`config.mk`:
```
export PLATFORM = sky130hd
export DESIGN_NAME = dma_req_seq
export DESIGN_NICKNAME = d
export VERILOG_FILES = /design/src/rtl/dma_seq_pkg.sv /design/src/rtl/dma_req_sync.sv /design/src/rtl/dma_unit_counter.sv /design/src/rtl/dma_seq_ctrl.sv /design/src/rtl/dma_req_seq.sv
export SDC_FILE = /design/constraint.sdc
export NUM_CORES = 1
export LEC_CHECK = 0
export BUFFER_PORTS_ARGS = -buffer_cell sky130_fd_sc_hd__buf_4
export CAP_MARGIN = 20
export CELL_PAD_IN_SITES_DETAIL_PLACEMENT = 1
export CELL_PAD_IN_SITES_GLOBAL_PLACEMENT = 2
export CORE_ASPECT_RATIO = 1.75
export CORE_MARGIN = 8
export CORE_UTILIZATION = 29
export CTS_BUF_LIST = sky130_fd_sc_hd__clkbuf_2 sky130_fd_sc_hd__clkbuf_4 sky130_fd_sc_hd__clkbuf_8
export CTS_CLUSTER_SIZE = 8
export DETAILED_ROUTE_END_ITERATION = 7
export PLACE_DENSITY = 0.79
export REMOVE_ABC_BUFFERS = 1
export SLEW_MARGIN = 40
export SYNTH_ARGS = -nofsm -noshare
export SYNTH_HDL_FRONTEND = slang
export SYNTH_SLANG_ARGS = --single-unit
```
`constraint.sdc`:
```
create_clock -name clk -period 2.2 [get_ports clk]
set_input_delay 0.11 -clock clk [delete_from_list [all_inputs] [get_ports clk]]
set_output_delay 0.11 -clock clk [all_outputs]
set_load 0.1 [all_outputs]
```
`src/rtl/dma_seq_pkg.sv`:
```
package dma_seq_pkg;

    typedef enum logic [1:0] {
        SRC_EDGE  = 2'd0,
        SRC_LEVEL = 2'd1,
        SRC_AUTO  = 2'd2,
        SRC_NONE  = 2'd3
    } src_e;

    typedef enum logic [1:0] {
        ST_IDLE = 2'd0,
        ST_REQ  = 2'd1,
        ST_XFER = 2'd2
    } seq_st_e;

    typedef struct packed {
        logic en;
        src_e src;
        logic burst;
    } chan_cfg_t;

    function automatic logic keeps_bus(chan_cfg_t c);
        return (c.src == SRC_AUTO) && c.burst;
    endfunction

endpackage

```
`src/rtl/dma_req_sync.sv`:
```
module dma_req_sync #(
    parameter int SYNC_STAGES = 2
) (
    input  logic clk,
    input  logic rst,
    input  logic pin_n,
    output logic level_on,
    output logic fall_seen
);
    logic [SYNC_STAGES-1:0] shreg;
    logic                   last_q;

    always_ff @(posedge clk) begin
        if (rst) begin
            shreg  <= '1;
            last_q <= 1'b1;
        end else begin
            shreg  <= {shreg[SYNC_STAGES-2:0], pin_n};
            last_q <= shreg[SYNC_STAGES-1];
        end
    end

    assign level_on  = ~shreg[SYNC_STAGES-1];
    assign fall_seen = last_q & ~shreg[SYNC_STAGES-1];
endmodule

```
`src/rtl/dma_unit_counter.sv`:
```
module dma_unit_counter #(
    parameter int CNT_W = 16
) (
    input  logic             clk,
    input  logic             rst,
    input  logic             load,
    input  logic [CNT_W-1:0] load_val,
    input  logic             dec,
    output logic [CNT_W-1:0] cnt,
    output logic             nonzero,
    output logic             at_one
);
    localparam logic [CNT_W-1:0] ONE = CNT_W'(1);

    always_ff @(posedge clk) begin
        if (rst)       cnt <= '0;
        else if (load) cnt <= load_val;
        else if (dec)  cnt <= cnt - ONE;
    end

    assign nonzero = (cnt != '0);
    assign at_one  = (cnt == ONE);
endmodule

```
`src/rtl/dma_seq_ctrl.sv`:
```
module dma_seq_ctrl
    import dma_seq_pkg::*;
(
    input  logic      clk,
    input  logic      rst,
    input  chan_cfg_t cfg,
    input  logic      cfg_wr,
    input  logic      fall_seen,
    input  logic      level_on,
    input  logic      cnt_nz,
    input  logic      cnt_one,
    input  logic      bus_gnt,
    input  logic      unit_ack,
    output logic      bus_req,
    output logic      unit_strobe,
    output logic      cnt_dec,
    output logic      finish
);
    seq_st_e st_q, st_d;
    logic    want_start;
    logic    level_lost;

    always_comb begin
        unique case (cfg.src)
            SRC_EDGE:  want_start = fall_seen;
            SRC_LEVEL: want_start = level_on;
            SRC_AUTO:  want_start = 1'b1;
            default:   want_start = 1'b0;
        endcase
    end

    assign level_lost = (cfg.src == SRC_LEVEL) && !level_on;

    always_comb begin
        st_d        = st_q;
        unit_strobe = 1'b0;
        cnt_dec     = 1'b0;
        finish      = 1'b0;
        unique case (st_q)
            ST_IDLE: begin
                if (cfg.en && cnt_nz && !cfg_wr && want_start)
                    st_d = ST_REQ;
            end
            ST_REQ: begin
                if (!cfg.en || level_lost) begin
                    st_d = ST_IDLE;
                end else if (bus_gnt) begin
                    unit_strobe = 1'b1;
                    st_d        = ST_XFER;
                end
            end
            ST_XFER: begin
                if (unit_ack) begin
                    cnt_dec = 1'b1;
                    if (cnt_one) begin
                        finish = 1'b1;
                        st_d   = ST_IDLE;
                    end else if (cfg.en && keeps_bus(cfg)) begin
                        st_d = ST_REQ;
                    end else begin
                        st_d = ST_IDLE;
                    end
                end
            end
            default: st_d = ST_IDLE;
        endcase
    end

    always_ff @(posedge clk) begin
        if (rst) st_q <= ST_IDLE;
        else     st_q <= st_d;
    end

    assign bus_req = (st_q != ST_IDLE);

    AST_BURST_HELD: assert property (@(posedge clk) disable iff (rst)
        (st_q == ST_XFER && unit_ack && !cnt_one && cfg.en && keeps_bus(cfg)) |=> bus_req)
        else $error("burst released bus early");
    AST_STEAL_DROP: assert property (@(posedge clk) disable iff (rst)
        (st_q == ST_XFER && unit_ack && !keeps_bus(cfg)) |=> !bus_req)
        else $error("bus not released after unit");
    AST_STROBE_SINGLE: assert property (@(posedge clk) disable iff (rst)
        unit_strobe |=> !unit_strobe)
        else $error("strobe longer than one cycle");
    AST_STROBE_ENABLED: assert property (@(posedge clk) disable iff (rst)
        unit_strobe |-> (cfg.en && bus_gnt))
        else $error("strobe without enable or grant");
endmodule

```
`src/rtl/dma_req_seq.sv`:
```
module dma_req_seq
    import dma_seq_pkg::*;
#(
    parameter int CNT_W       = 16,
    parameter int SYNC_STAGES = 2
) (
    input  logic             clk,
    input  logic             rst,
    input  logic             wr_en,
    input  logic             wr_enable,
    input  logic [1:0]       wr_mode,
    input  logic             wr_burst,
    input  logic [CNT_W-1:0] wr_count,
    input  logic             dreq_n,
    input  logic             bus_gnt,
    input  logic             unit_ack,
    output logic             bus_req,
    output logic             unit_strobe,
    output logic             done,
    output logic             chan_enabled,
    output logic [CNT_W-1:0] remaining
);
    chan_cfg_t cfg_q;
    logic      level_on, fall_seen;
    logic      cnt_nz, cnt_one, cnt_dec, finish;
    logic      full_write;

    assign full_write = wr_en && !bus_req;

    always_ff @(posedge clk) begin
        if (rst) begin
            cfg_q <= '{en: 1'b0, src: SRC_NONE, burst: 1'b0};
            done  <= 1'b0;
        end else begin
            done <= finish;
            if (finish) begin
                cfg_q.en <= 1'b0;
            end else if (full_write) begin
                cfg_q <= '{en: wr_enable, src: src_e'(wr_mode), burst: wr_burst};
            end else if (wr_en) begin
                cfg_q.en <= wr_enable;
            end
        end
    end

    assign chan_enabled = cfg_q.en;

    dma_req_sync #(.SYNC_STAGES(SYNC_STAGES)) sync_i (
        .clk(clk), .rst(rst), .pin_n(dreq_n),
        .level_on(level_on), .fall_seen(fall_seen)
    );

    dma_unit_counter #(.CNT_W(CNT_W)) cnt_i (
        .clk(clk), .rst(rst), .load(full_write), .load_val(wr_count),
        .dec(cnt_dec), .cnt(remaining), .nonzero(cnt_nz), .at_one(cnt_one)
    );

    dma_seq_ctrl ctrl_i (
        .clk(clk), .rst(rst), .cfg(cfg_q), .cfg_wr(wr_en),
        .fall_seen(fall_seen), .level_on(level_on),
        .cnt_nz(cnt_nz), .cnt_one(cnt_one),
        .bus_gnt(bus_gnt), .unit_ack(unit_ack),
        .bus_req(bus_req), .unit_strobe(unit_strobe),
        .cnt_dec(cnt_dec), .finish(finish)
    );

    AST_DONE_PULSE: assert property (@(posedge clk) disable iff (rst)
        done |=> !done)
        else $error("done wider than one cycle");
    AST_DONE_CLEAN: assert property (@(posedge clk) disable iff (rst)
        done |-> (!bus_req && !chan_enabled))
        else $error("done with request or enable left");
    AST_IDLE_KEEPS_COUNT: assert property (@(posedge clk) disable iff (rst)
        (!bus_req && !wr_en) |=> $stable(remaining))
        else $error("count moved while idle");
    AST_NO_ZERO_REQ: assert property (@(posedge clk) disable iff (rst)
        $rose(bus_req) |-> (remaining != '0))
        else $error("request with empty count");
endmodule

```
# --- Word-level counts from Yosys, hierarchy flattened ---
# Cells that the tools add are included.
op_classes:
  bitwise_logic: 3
  addsub: 1
  n_eq_ne: 8
  n_reduce_logical: 20
  muxes: 20
ops:
  columns: ["operator", "count"]
  rows:
  - ["16-bit two-way mux", 2]
  - ["16-bit by 1-bit equality test with 1-bit output (second input constant)", 1]
  - ["16-bit nonzero test", 1]
  - ["16-bit by 1-bit subtractor with 16-bit output (second input constant)", 1]
  - ["1-bit two-way mux", 11]
  - ["2-bit two-way mux", 5]
  - ["1-bit logical AND", 7]
  - ["2-bit one-hot mux with 3 select lines", 1]
  - ["2-bit nonzero test", 3]
  - ["2-bit by 1-bit equality test with 1-bit output (second input constant)", 2]
  - ["2-bit equality test (second input constant)", 2]
  - ["2-bit zero test", 2]
  - ["1-bit zero test", 3]
  - ["3-bit by 2-bit != test with 1-bit output (second input constant)", 1]
  - ["1-bit one-hot mux with 3 select lines", 1]
  - ["3-bit AND reduction", 1]
  - ["2-bit by 1-bit != test with 1-bit output (second input constant)", 1]
  - ["2-bit != test (second input constant)", 1]
  - ["1-bit inverter", 2]
  - ["2-bit AND reduction", 1]
  - ["2-bit OR reduction", 1]
  - ["1-bit AND", 1]
  - ["1-bit logical OR", 1]
totals:
  register_bits: 26
  wordCells: 60

# --- Longest topological paths before layout ---
# Gate-level depths: netlist of run 1.
logic_depth:
  word_depth: 7
  mapped_depth: 7
  depth_no_buf: 6

# --- Cells and area by module ---
# From an unflattened synthesis of run 1, not the netlist that was laid out.
hier_totals:
  cells_unflattened: 171
  area_unflattened_um2: 1503.9
by_module_without_submodules:
  columns: ["module", "area_per_inst_um2", "cells_each", "seq_area_each_um2", "n_inst"]
  rows:
  - ["dma_unit_counter", 1023.5, 124, 320.3, 1]
  - ["dma_req_seq", 203.9, 19, 100.1, 1]
  - ["dma_seq_ctrl", 187.7, 20, 40.0, 1]
  - ["dma_req_sync", 88.8, 8, 60.1, 1]

# --- Worst setup path after synthesis of run 1 ---
# Ideal clock, no wire load.
synth_timing:
  path_type: "reg-to-reg"
  from: "register cnt_i.cnt[0]"
  to: "register cnt_i.cnt[10]"
  arrival_ns: 2.164
  period_less_slack_ns: 2.250
  stages_incl_launch_ff: 8
  slack_ns: -0.050
  n_path_buf: 1
  setup_time_ns: 0.086
  cell_sequence: "dfxtp_1 > inv_1 > ha_1 > and4b_1 > clkbuf_1 > nand4_1 > xor2_1 > a211oi_1"
synth_via:
  elab_chain_cells: 3
synth_rtl:
  columns: ["element", "line", "rtl"]
  rows:
  - ["start, declared", "dma_unit_counter.sv:9", "output logic [CNT_W-1:0] cnt,"]
  - ["start signal, assigned", "dma_unit_counter.sv:17", "else if (load) cnt <= load_val;"]
  - ["start signal, assigned", "dma_unit_counter.sv:18", "else if (dec) cnt <= cnt - ONE;"]
  - ["16-bit by 1-bit subtractor with 16-bit output", "dma_unit_counter.sv:18", null]
  - ["16-bit two-way mux", "dma_unit_counter.sv:18", null]
  - ["16-bit two-way mux", "dma_unit_counter.sv:17", null]
# No other way between the ends. The select of a mux whose other input is x is not followed.
# A chain may end at the register's enable or synchronous reset.

# --- Final worst setup path of run 1 ---
layout_timing:
  from: "register cnt_i.cnt[5]"
  to: "register cnt_i.cnt[14]"
# The elaborated chain is that of the path after synthesis.

==> run metrics, run 1 <==
Multi-input gate area=800 um^2; total design power=about 1200 uW; Ports=46; crit path DAT=2.04 ns; GRT Total Usage=12.0%; gr ovfl total=0; layout cells sized above 1=30.2%; Worst VDD drop=about 0.28 mV; crit start category=flip-flop; Slew @ Worst Pin=0.396 ns; Post-CTS Setup Bufs=0; cell area power density=662 nW/um^2; die height=107 um; H-tree Lvls=1; CP peak stage delay=0.50 ns; Worst-path clk slew=0.10 ns; EDFF count, synth=0; Switch Pwr=between 400 and 500 uW; GP Congestion=0.744; final setup violation count=0; Slowest-stage cell, CP=or4b_1; routed wire length=4160 um; Req. time, crit path=~2.4 ns; synth top area cells=dfxtp_1, nor2_1, a311oi_1, a211oi_1, nand2_1; placed cells=253; largest net degree at the start of global routing=33; Mean Syn Cell Area=between 8 and 9 um^2; Cell Int Power=762 uW; Max Slew Vio Count=0; flop-to-flop setup slack=0.34 ns; Nets=235; CP bufs+invs=0; number of global-route vias before repair=approximately 1500; CP Cell Sequence=nor4_4 > nand4b_4 > or4b_1 > a311oi_1; delay-heaviest family, CP=simple AND/OR/NAND/NOR gates; Fmax=539 MHz; n_diodes=0; outcome=complete, no violations; post-synth top area share=between 30% and 40%; most frequent cell after synthesis=dfxtp_1; # hold bufs at CTS=0; antenna viol nets, final=0; initial drt markers=30; Final Hold Slack=0.0153 ns; Crit. Startpoint=cnt_i.cnt[5]; commonest cells in the netlist=dfxtp_1, nor2_1, nand2_1; dpl hpwl=~3300 um; RSZ-0062 raised after global routing=no; Post-CTS Resized=0; post-route insts no fill=257; mean routed wirelength per cell=16.2 um; Comb power frac=between 20% and 30%; Sequential Power Share=44.5%; Initial Utilization=29.8%; initial antenna violation count=0; Final Util=39.3%; Setup TNS=0 ns; ys async rst share=0%; Worst slew margin=73.4%; FF/Latch Area=520 um^2; vias after detailed routing=1367; Worst R2R End=cnt_i.cnt[14]; Static Leakage=0.000747 uW; TritonCTS Sinks=26; Levels on crit path=4; CP endpoint=cnt_i.cnt[14]; clock network fraction of design power=26.5%; CP Max Fanout=10; die width=68.1 um; fraction of the cycle the final worst path needs=a little over four fifths; Clock Latency Late Sink=0.27 ns; minimum clock period=1.86 ns; Switching Fraction=between 30% and 40%; 1st-pass router iterations=2; worst hold path class=input port to flip-flop; register bit total from synthesis=26; Root Buffer Master=clkbuf_8; Post-Syn Area=about 1400 um^2; Fin. Hold Viols=0; maxcap violations=0; cell accounting for the most synthesized area=dfxtp_1; CTS tree=yes; Yosys Warn Count=0; # DRC=0; critical path class=flip-flop to flip-flop; Area Overhead vs Synth=32.2%; Main synth FF type=dfxtp_1; vias per cell=5.32; R2R Path Start=cnt_i.cnt[5]; register area share after synthesis=a little under two fifths; CTS Buffer Depth=2; fill count=578; number of port buffers=45; first-pass GRT wire length=7000 um; Site Rows=33; Cells after Synth=162; clock skew=0.00233 ns; r2r worst-path depth=4; DIE AREA=7290 um^2; core area=4620 um^2; synth unique cells=43; Setup crit end kind=flip-flop; Inserted Clock Buffers=3
through the flow:
step / worst slack, ns / cell area, um^2
2_1_floorplan: 0.0263 / 1350
3_3_place_gp: 0.402 / 1760
3_5_place_dp: 0.354 / 1760
4_1_cts: 0.327 / 1820
5_1_grt: 0.142 / 1820
6_report: 0.344 / 1820
state kept, by name, indices dropped and copies added (netlist names):
name / cells
sync_i.shreg: 2
cnt_i.cnt: 16
chan_enabled: 1
done: 1
sync_i.last_q: 1
ctrl_i.st_q: 2
cfg_q: 3
power groups by stage:
stage                     logic, uW  clock network, uW  registers, uW
after floorplan                93.7                  0            694
after global placement          348                  0            545
after detailed placement        352                  0            548
after CTS                       353                336            537
after global routing            373                345            543
final                           348                319            536
final cells by class:
cell class	count	share of cell area, %
flip-flops and latches	26	28.6
repair buffers	47	19.4
inverters	7	1.44
multi-input cells	121	43.9
clock buffers	4	3.03
well taps	52	3.58
logic make-up (layout without fill, tap and decap cells):
family / Yosys count / after routing / share of synthesized area [%]
AOI/OAI and AO/OA: 29 / 29 / 15.8
and+or+nand+nor: 80 / 80 / 33.7
muxes: 1 / 1 / 0.727
buffers and inverters: 15 / 58 / 4.09
adders and majority gates: 3 / 3 / 2.73
xor gates and xnor gates: 8 / 8 / 5.09
DFF: 26 / 26 / 37.8
worst min path at each step:
| stage | from | endpoint | slack, ns | depth (start not counted) |
|---|---|---|---|---|
| after CTS | dreq_n | sync_i.shreg[0] | 0.008 | 2 |
| after global placement | dreq_n | sync_i.shreg[0] | 0.30 | 2 |
| after floorplan | rst | cfg_q[0] | 0.18 | 1 |
| after global routing | dreq_n | sync_i.shreg[0] | 0.01 | 2 |
| final | dreq_n | sync_i.shreg[0] | 0.02 | 2 |
| after detailed placement | dreq_n | sync_i.shreg[0] | 0.30 | 2 |
layout by cell type, fill, tap and decap left out, drive strengths merged, types with 2 or more instances in the layout:
master,count
a211oi,8
a21oi,2
a311oi,7
buf,47
clkbuf,4
dfxtp,26
ha,3
inv,7
nand2,12
nand3,4
nand3b,2
nand4,2
nand4b,2
nor2,25
nor3,4
nor3b,2
nor4,5
o211ai,2
o21ai,2
o31ai,3
or2,7
or3,4
or4,5
xnor2,3
xor2,5
routing by layer:
metal	vias up	share of wire [%]	global-route usage [%]
met5	-	0	0
met2	25	55	21.9
met3	2	5.7	2.51
met4	0	0.87	3.98
met1	665	39	12.7
li1	675	-	-
(Power assumes the default switching activity.)
==> inputs of run 2 (changes only) <==
- ABC_AREA: not set -> 1
- CORE_UTILIZATION: 29 -> 25
- PLACE_DENSITY: 0.79 -> 0.76
- clock period: 2.2 -> 1.7 ns (I/O delays scaled with it)
==> run metrics, run 2 <==
synth unique cells=30; Largest register FFs=16; Place WS=0.121 ns; GP Congestion=0.755; Inserted Clock Buffers=3; CP bufs+invs=2; FF/Latch Area=522 um^2; initial antenna violation count=0; Max Slew Vio Count=0; delay-heaviest family, CP=simple AND/OR/NAND/NOR gates; CP Cell Sequence=nor2_4 > nand2_4 > inv_2 > nor2_1 > nand4_1 > nand3_1 > nand2_1 > inv_1; outcome=complete, no violations; gr ovfl total=0; critical path class=flip-flop to flip-flop; commonest cells after routing, fill and taps aside=nand2_1, buf_4, nor2_1, inv_1, nand3_1; final setup violation count=0; Site Rows=39; commonest cells in the netlist=nand2_1, nor2_1, inv_1; clock skew=0.00340 ns; cell area power density=838 nW/um^2; Static Leakage=0.00104 uW; Cells after Synth=~260; CTS Buffer Depth=2; post-synth top area share=32.0%; Slew @ Worst Pin=0.412 ns; Slowest-stage cell, CP=dfxtp_2; fill count=880; Final Util=around 33%; Fmax=between 600 and 700 MHz; Final Hold Slack=0.0240 ns; largest net degree at the start of global routing=20; most frequent cell after synthesis=nand2_1; mean routed wirelength per cell=15.1 um; cell accounting for the most synthesized area=dfxtp_1; register area share after synthesis=32.0%; Main synth FF type=dfxtp_1; number of global-route vias before repair=1924; CP peak stage delay=0.38 ns; GRT Total Usage=12.5%; crit start category=flip-flop; Initial Utilization=25.3%; EDFF count, synth=0; Ports=46; number of port buffers=45; Worst slew margin=~72%; dpl hpwl=4540 um; Worst VDD drop=0.417 mV; CTS tree=yes; # DRC=0; antenna viol nets, final=0; worst hold path class=input port to flip-flop; RSZ-0062 raised after global routing=no; Clock Latency Late Sink=0.28 ns; Top Registers=cnt_i.cnt x16, cfg_q x3; Post-Syn Area=1630 um^2; Worst-path clk slew=~0.10 ns; Root Buffer Master=clkbuf_8; die width=77.0 um; Area Overhead vs Synth=30.5%; Post-CTS Setup Bufs=0; Req. time, crit path=1.89 ns; vias after detailed routing=1775; die height=123 um; minimum clock period=1.51 ns; Setup crit end kind=flip-flop; CP Max Fanout=19; vias per cell=roughly 4.6; H-tree Lvls=1; register bit total from synthesis=26; fraction of the cycle the final worst path needs=between 80% and 90%; first-pass GRT wire length=approximately 9300 um; Setup TNS=0 ns; crit path DAT=1.70 ns; most flop-heavy register=cnt_i.cnt; total design power=1780 uW; Nets=333; Multi-input gate area=between 900 and 1000 um^2; Fin. Hold Viols=0; 1st-pass router iterations=4; Mean Syn Cell Area=around 6.4 um^2; Yosys Warn Count=0; maxcap violations=0; setup ws final=0.193 ns; routed wire length=slightly below 6000 um; n_diodes=0; initial drt markers=40; layout cells sized above 1=a little over a fifth; ys async rst share=0%; TritonCTS Sinks=26; DIE AREA=9460 um^2; most common cell after layout, fill and taps aside=nand2_1; core area=6440 um^2; synth top area cells=dfxtp_1, nand2_1, nand3_1, nor2_1, inv_1
==> run 2: cell count changes in the layout (fill, tap and decap cells not counted), sizes merged, moves of 5 or more <==
cell    previous run  this run
a211oi             8         1
a21oi              2        12
a311oi             7         0
inv                7        36
nand2             12        67
nand3              4        30
nor2              25        41
nor4               5         0
o211ai             2         8
o21ai              2        11
or2                7         2
or4                5         0
==> run 2: path summary, 6_finish.rpt <==
check / from / endpoint / slack (ns) / cells past startpoint
worst max register to register: ctrl_i.st_q[1] / cnt_i.cnt[11] / 0.19 / 8
worst min register to register: sync_i.shreg[0] / sync_i.shreg[1] / 0.42 / 1
worst min-delay path: wr_mode[0] / cfg_q[1] / 0.02 / 3
worst max-delay path: ctrl_i.st_q[1] / cnt_i.cnt[11] / 0.19 / 8
==> run 2: routing by layer <==
metal | wire length [um] | part of all wire, % | global-route usage [%] | vias up
met3 | 163 | 2.8 | 1.76 | 6
met5 | 0 | 0 | 0 | -
met4 | 122 | 2.1 | 5.82 | 0
li1 | - | - | - | 908
met2 | 3300 | 57 | 25.1 | 29
met1 | 2220 | 38 | 11.9 | 832
==> run 2: area by class of cell <==
cell class              count  area share [%]
clock buffers               4            2.59
inverters                  37            7.00
multi-input cells         186            43.3
flip-flops and latches     26            24.5
well taps                  82            4.83
repair buffers             50            17.8
==> run 2: metrics by stage <==
step	cells	instance area (um^2)
final	385	2130
after global routing	385	2130
after CTS	385	2120
after detailed placement	380	2050
after global placement	380	2050
after floorplan	249	1580
==> run 2: kinds of logic (layout without fill, tap and decap cells) <==
| group | count (synthesis) | count (layout) | synth area share (%) |
|---|---|---|---|
| adder cells (fa/ha/maj) | 3 | 3 | 2.30 |
| XOR/XNOR | 1 | 1 | 0.538 |
| AO/OA/AOI/OAI | 36 | 36 | 12.9 |
| AND/OR/NAND/NOR | 146 | 146 | 40.2 |
| flip-flops | 26 | 26 | 32.0 |
| buffers and inverters | 43 | 91 | 12.1 |
==> run 2: worst reg2reg max path: stages (launching register included) <==
cell and delay (ns):
dfxtp_2 0.38, nor2_4 0.15, nand2_4 0.15, inv_2 0.33, nor2_1 0.14, nand4_1 0.10, nand3_1 0.07, nand2_1 0.06
inv_1 0.04
==> run 2: repair_timing <==
| item | 4_1_cts | 5_1_grt |
|---|---|---|
| resized for setup | 0 | 3 |
| hold buffers | 1 | 0 |
| endpoints found under the setup margin | 0 | 4 |
| hold endpoints to repair | 1 | 0 |
==> run 2: report_power, final <==
part | internal, uW | leakage (uW) | total [uW] | switching (uW)
combinational | 188 | 0.000799 | 662 | 474
clock | 208 | 0.0000288 | 424 | 216
sequential | 648 | 0.000215 | 694 | 45.8
total | 1040 | 0.00104 | 1780 | 736
==> inputs of run 3 (changes only) <==
- CORE_MARGIN: 8 -> 5
==> run metrics, run 3 (same netlist as run 2, synthesis figures left out) <==
Max Slew Vio Count=0; crit path DAT=1.44 ns; fraction of the cycle the final worst path needs=between 80% and 90%; Fmax=654 MHz; Nets=332; Clock Latency Late Sink=0.28 ns; Ports=46; most flop-heavy register=cnt_i.cnt; initial drt markers=48; n_diodes=0; CP Cell Sequence=inv_1 > nor2_1 > nand4_1 > inv_1 > buf_4; DP Area=2040 um^2; Crit. Startpoint=ctrl_i.st_q[0]; antenna viol nets, final=0; Slowest-stage cell, CP=dfxtp_1; CP bufs+invs=3; Inserted Clock Buffers=3; Place WS=0.107 ns; Levels on crit path=5; Static Leakage=roughly 0.0010 uW; Initial Utilization=25.3%; CTS tree=yes; # DRC=0; r2r worst-path depth=8; Root Buffer Master=clkbuf_8; flop-to-flop setup slack=0.18 ns; core area=approximately 6400 um^2; Top Registers=cnt_i.cnt x16, cfg_q x3; vias per cell=4.64; Req. time, crit path=roughly 1.6 ns; cell area power density=a little under 900 nW/um^2; Fin. Hold Viols=0; Worst-path clk slew=~0.1 ns; vias after detailed routing=1781; critical path class=flip-flop to output pin; largest net degree at the start of global routing=20; Worst Hold Launch=wr_mode[1]; total design power=1890 uW; DIE AREA=roughly 8300 um^2; Site Rows=39; Final Cell Area=2130 um^2; outcome=complete, no violations; Largest register FFs=16; number of port buffers=45; routed wire length=about 5700 um; dpl hpwl=between 4000 and 5000 um; Area Overhead vs Synth=30.7%; Setup TNS=0 ns; fill count=873; 1st-pass router iterations=4; GRT Total Usage=between 10% and 20%; H-tree Lvls=1; delay-heaviest family, CP=buffers and inverters; layout cells sized above 1=a little over a fifth; worst hold path class=input port to flip-flop; Setup crit end kind=output pin; initial antenna violation count=0; minimum clock period=1.53 ns; die height=117 um; crit start category=flip-flop; clock skew=around 0.0037 ns; die width=a little over 70 um; Worst slew margin=70.9%; maxcap violations=0; TritonCTS Sinks=26; Slew @ Worst Pin=0.437 ns; Worst R2R End=cnt_i.cnt[9]; CTS Buffer Depth=2; CP peak stage delay=0.39 ns; R2R Path Start=ctrl_i.st_q[1]; setup ws final=0.170 ns; number of global-route vias before repair=1912; Worst VDD drop=between 0.3 and 0.4 mV; GP Congestion=0.761; most used cell, CP=inv_1; CP endpoint=unit_strobe; first-pass GRT wire length=9290 um; CP Max Fanout=5; mean routed wirelength per cell=14.8 um; most common cell after layout, fill and taps aside=nand2_1; commonest cells after routing, fill and taps aside=nand2_1, buf_4, nor2_1, inv_1, nand3_1; final setup violation count=0; gr ovfl total=0
-- run 3: worst min-delay path by stage --
| stage | to | depth (start not counted) |
|---|---|---|
| 6_report | cfg_q[2] | 3 |
| 3_3_place_gp | sync_i.shreg[0] | 2 |
| 3_5_place_dp | sync_i.shreg[0] | 2 |
| 2_1_floorplan | cnt_i.cnt[12] | 1 |
| 4_1_cts | cfg_q[2] | 3 |
| 5_1_grt | cfg_q[2] | 3 |
-- run 3: per-stage QoR --
| step | util (%) | cells | hold WS (ns) |
|---|---|---|---|
| 2_1_floorplan | - | 249 | 0.154 |
| 3_3_place_gp | 31.7 | 379 | 0.269 |
| 3_5_place_dp | 31.7 | 379 | 0.275 |
| 4_1_cts | 33.0 | 384 | 0.00946 |
| 5_1_grt | 33.1 | 384 | 0.0502 |
| 6_report | 33.1 | 384 | 0.0161 |
-- run 3: routing by layer --
| layer | part of all wire, % | vias up | wire length [um] | GRT usage, % |
|---|---|---|---|---|
| met4 | 1.2 | 0 | 70 | 3.39 |
| met2 | 58 | 28 | 3300 | 29.3 |
| met1 | 38 | 840 | 2180 | 15.1 |
| met5 | 0 | - | 0 | 0 |
| li1 | - | 909 | - | - |
| met3 | 2.6 | 4 | 149 | 1.37 |
-- run 3: repair_timing --
| action | in CTS | in global routing |
|---|---|---|
| resized for setup | 0 | 2 |
| buffers inserted | 0 | 0 |
| setup endpoints to repair | 0 | 3 |
| hold endpoints to repair | 1 | 0 |
| hold buffers | 1 | 0 |
-- run 3: final cells by class --
cell class,instances,area [um^2],area share [%]
Multi-Input combinational cell,186,915,42.9
Sequential cell,26,522,24.5
Timing Repair Buffer,49,370,17.4
Inverter,37,149,6.99
Tap cell,82,103,4.82
Clock buffer,3,41.3,1.94
Clock inverter,1,30.0,1.41
-- run 3: where the power goes --
group,internal (uW),switching [uW]
Combinational,185,473
Clock,316,224
Sequential,648,46.2
Total,1150,743
-- run 3: worst register-to-register path: cells and delay by family (launching register included) --
kind | cells | cell delay [ns]
and+or+nand+nor | 6 | 0.69
DFF | 1 | 0.38
buffers and inverters | 2 | 0.37
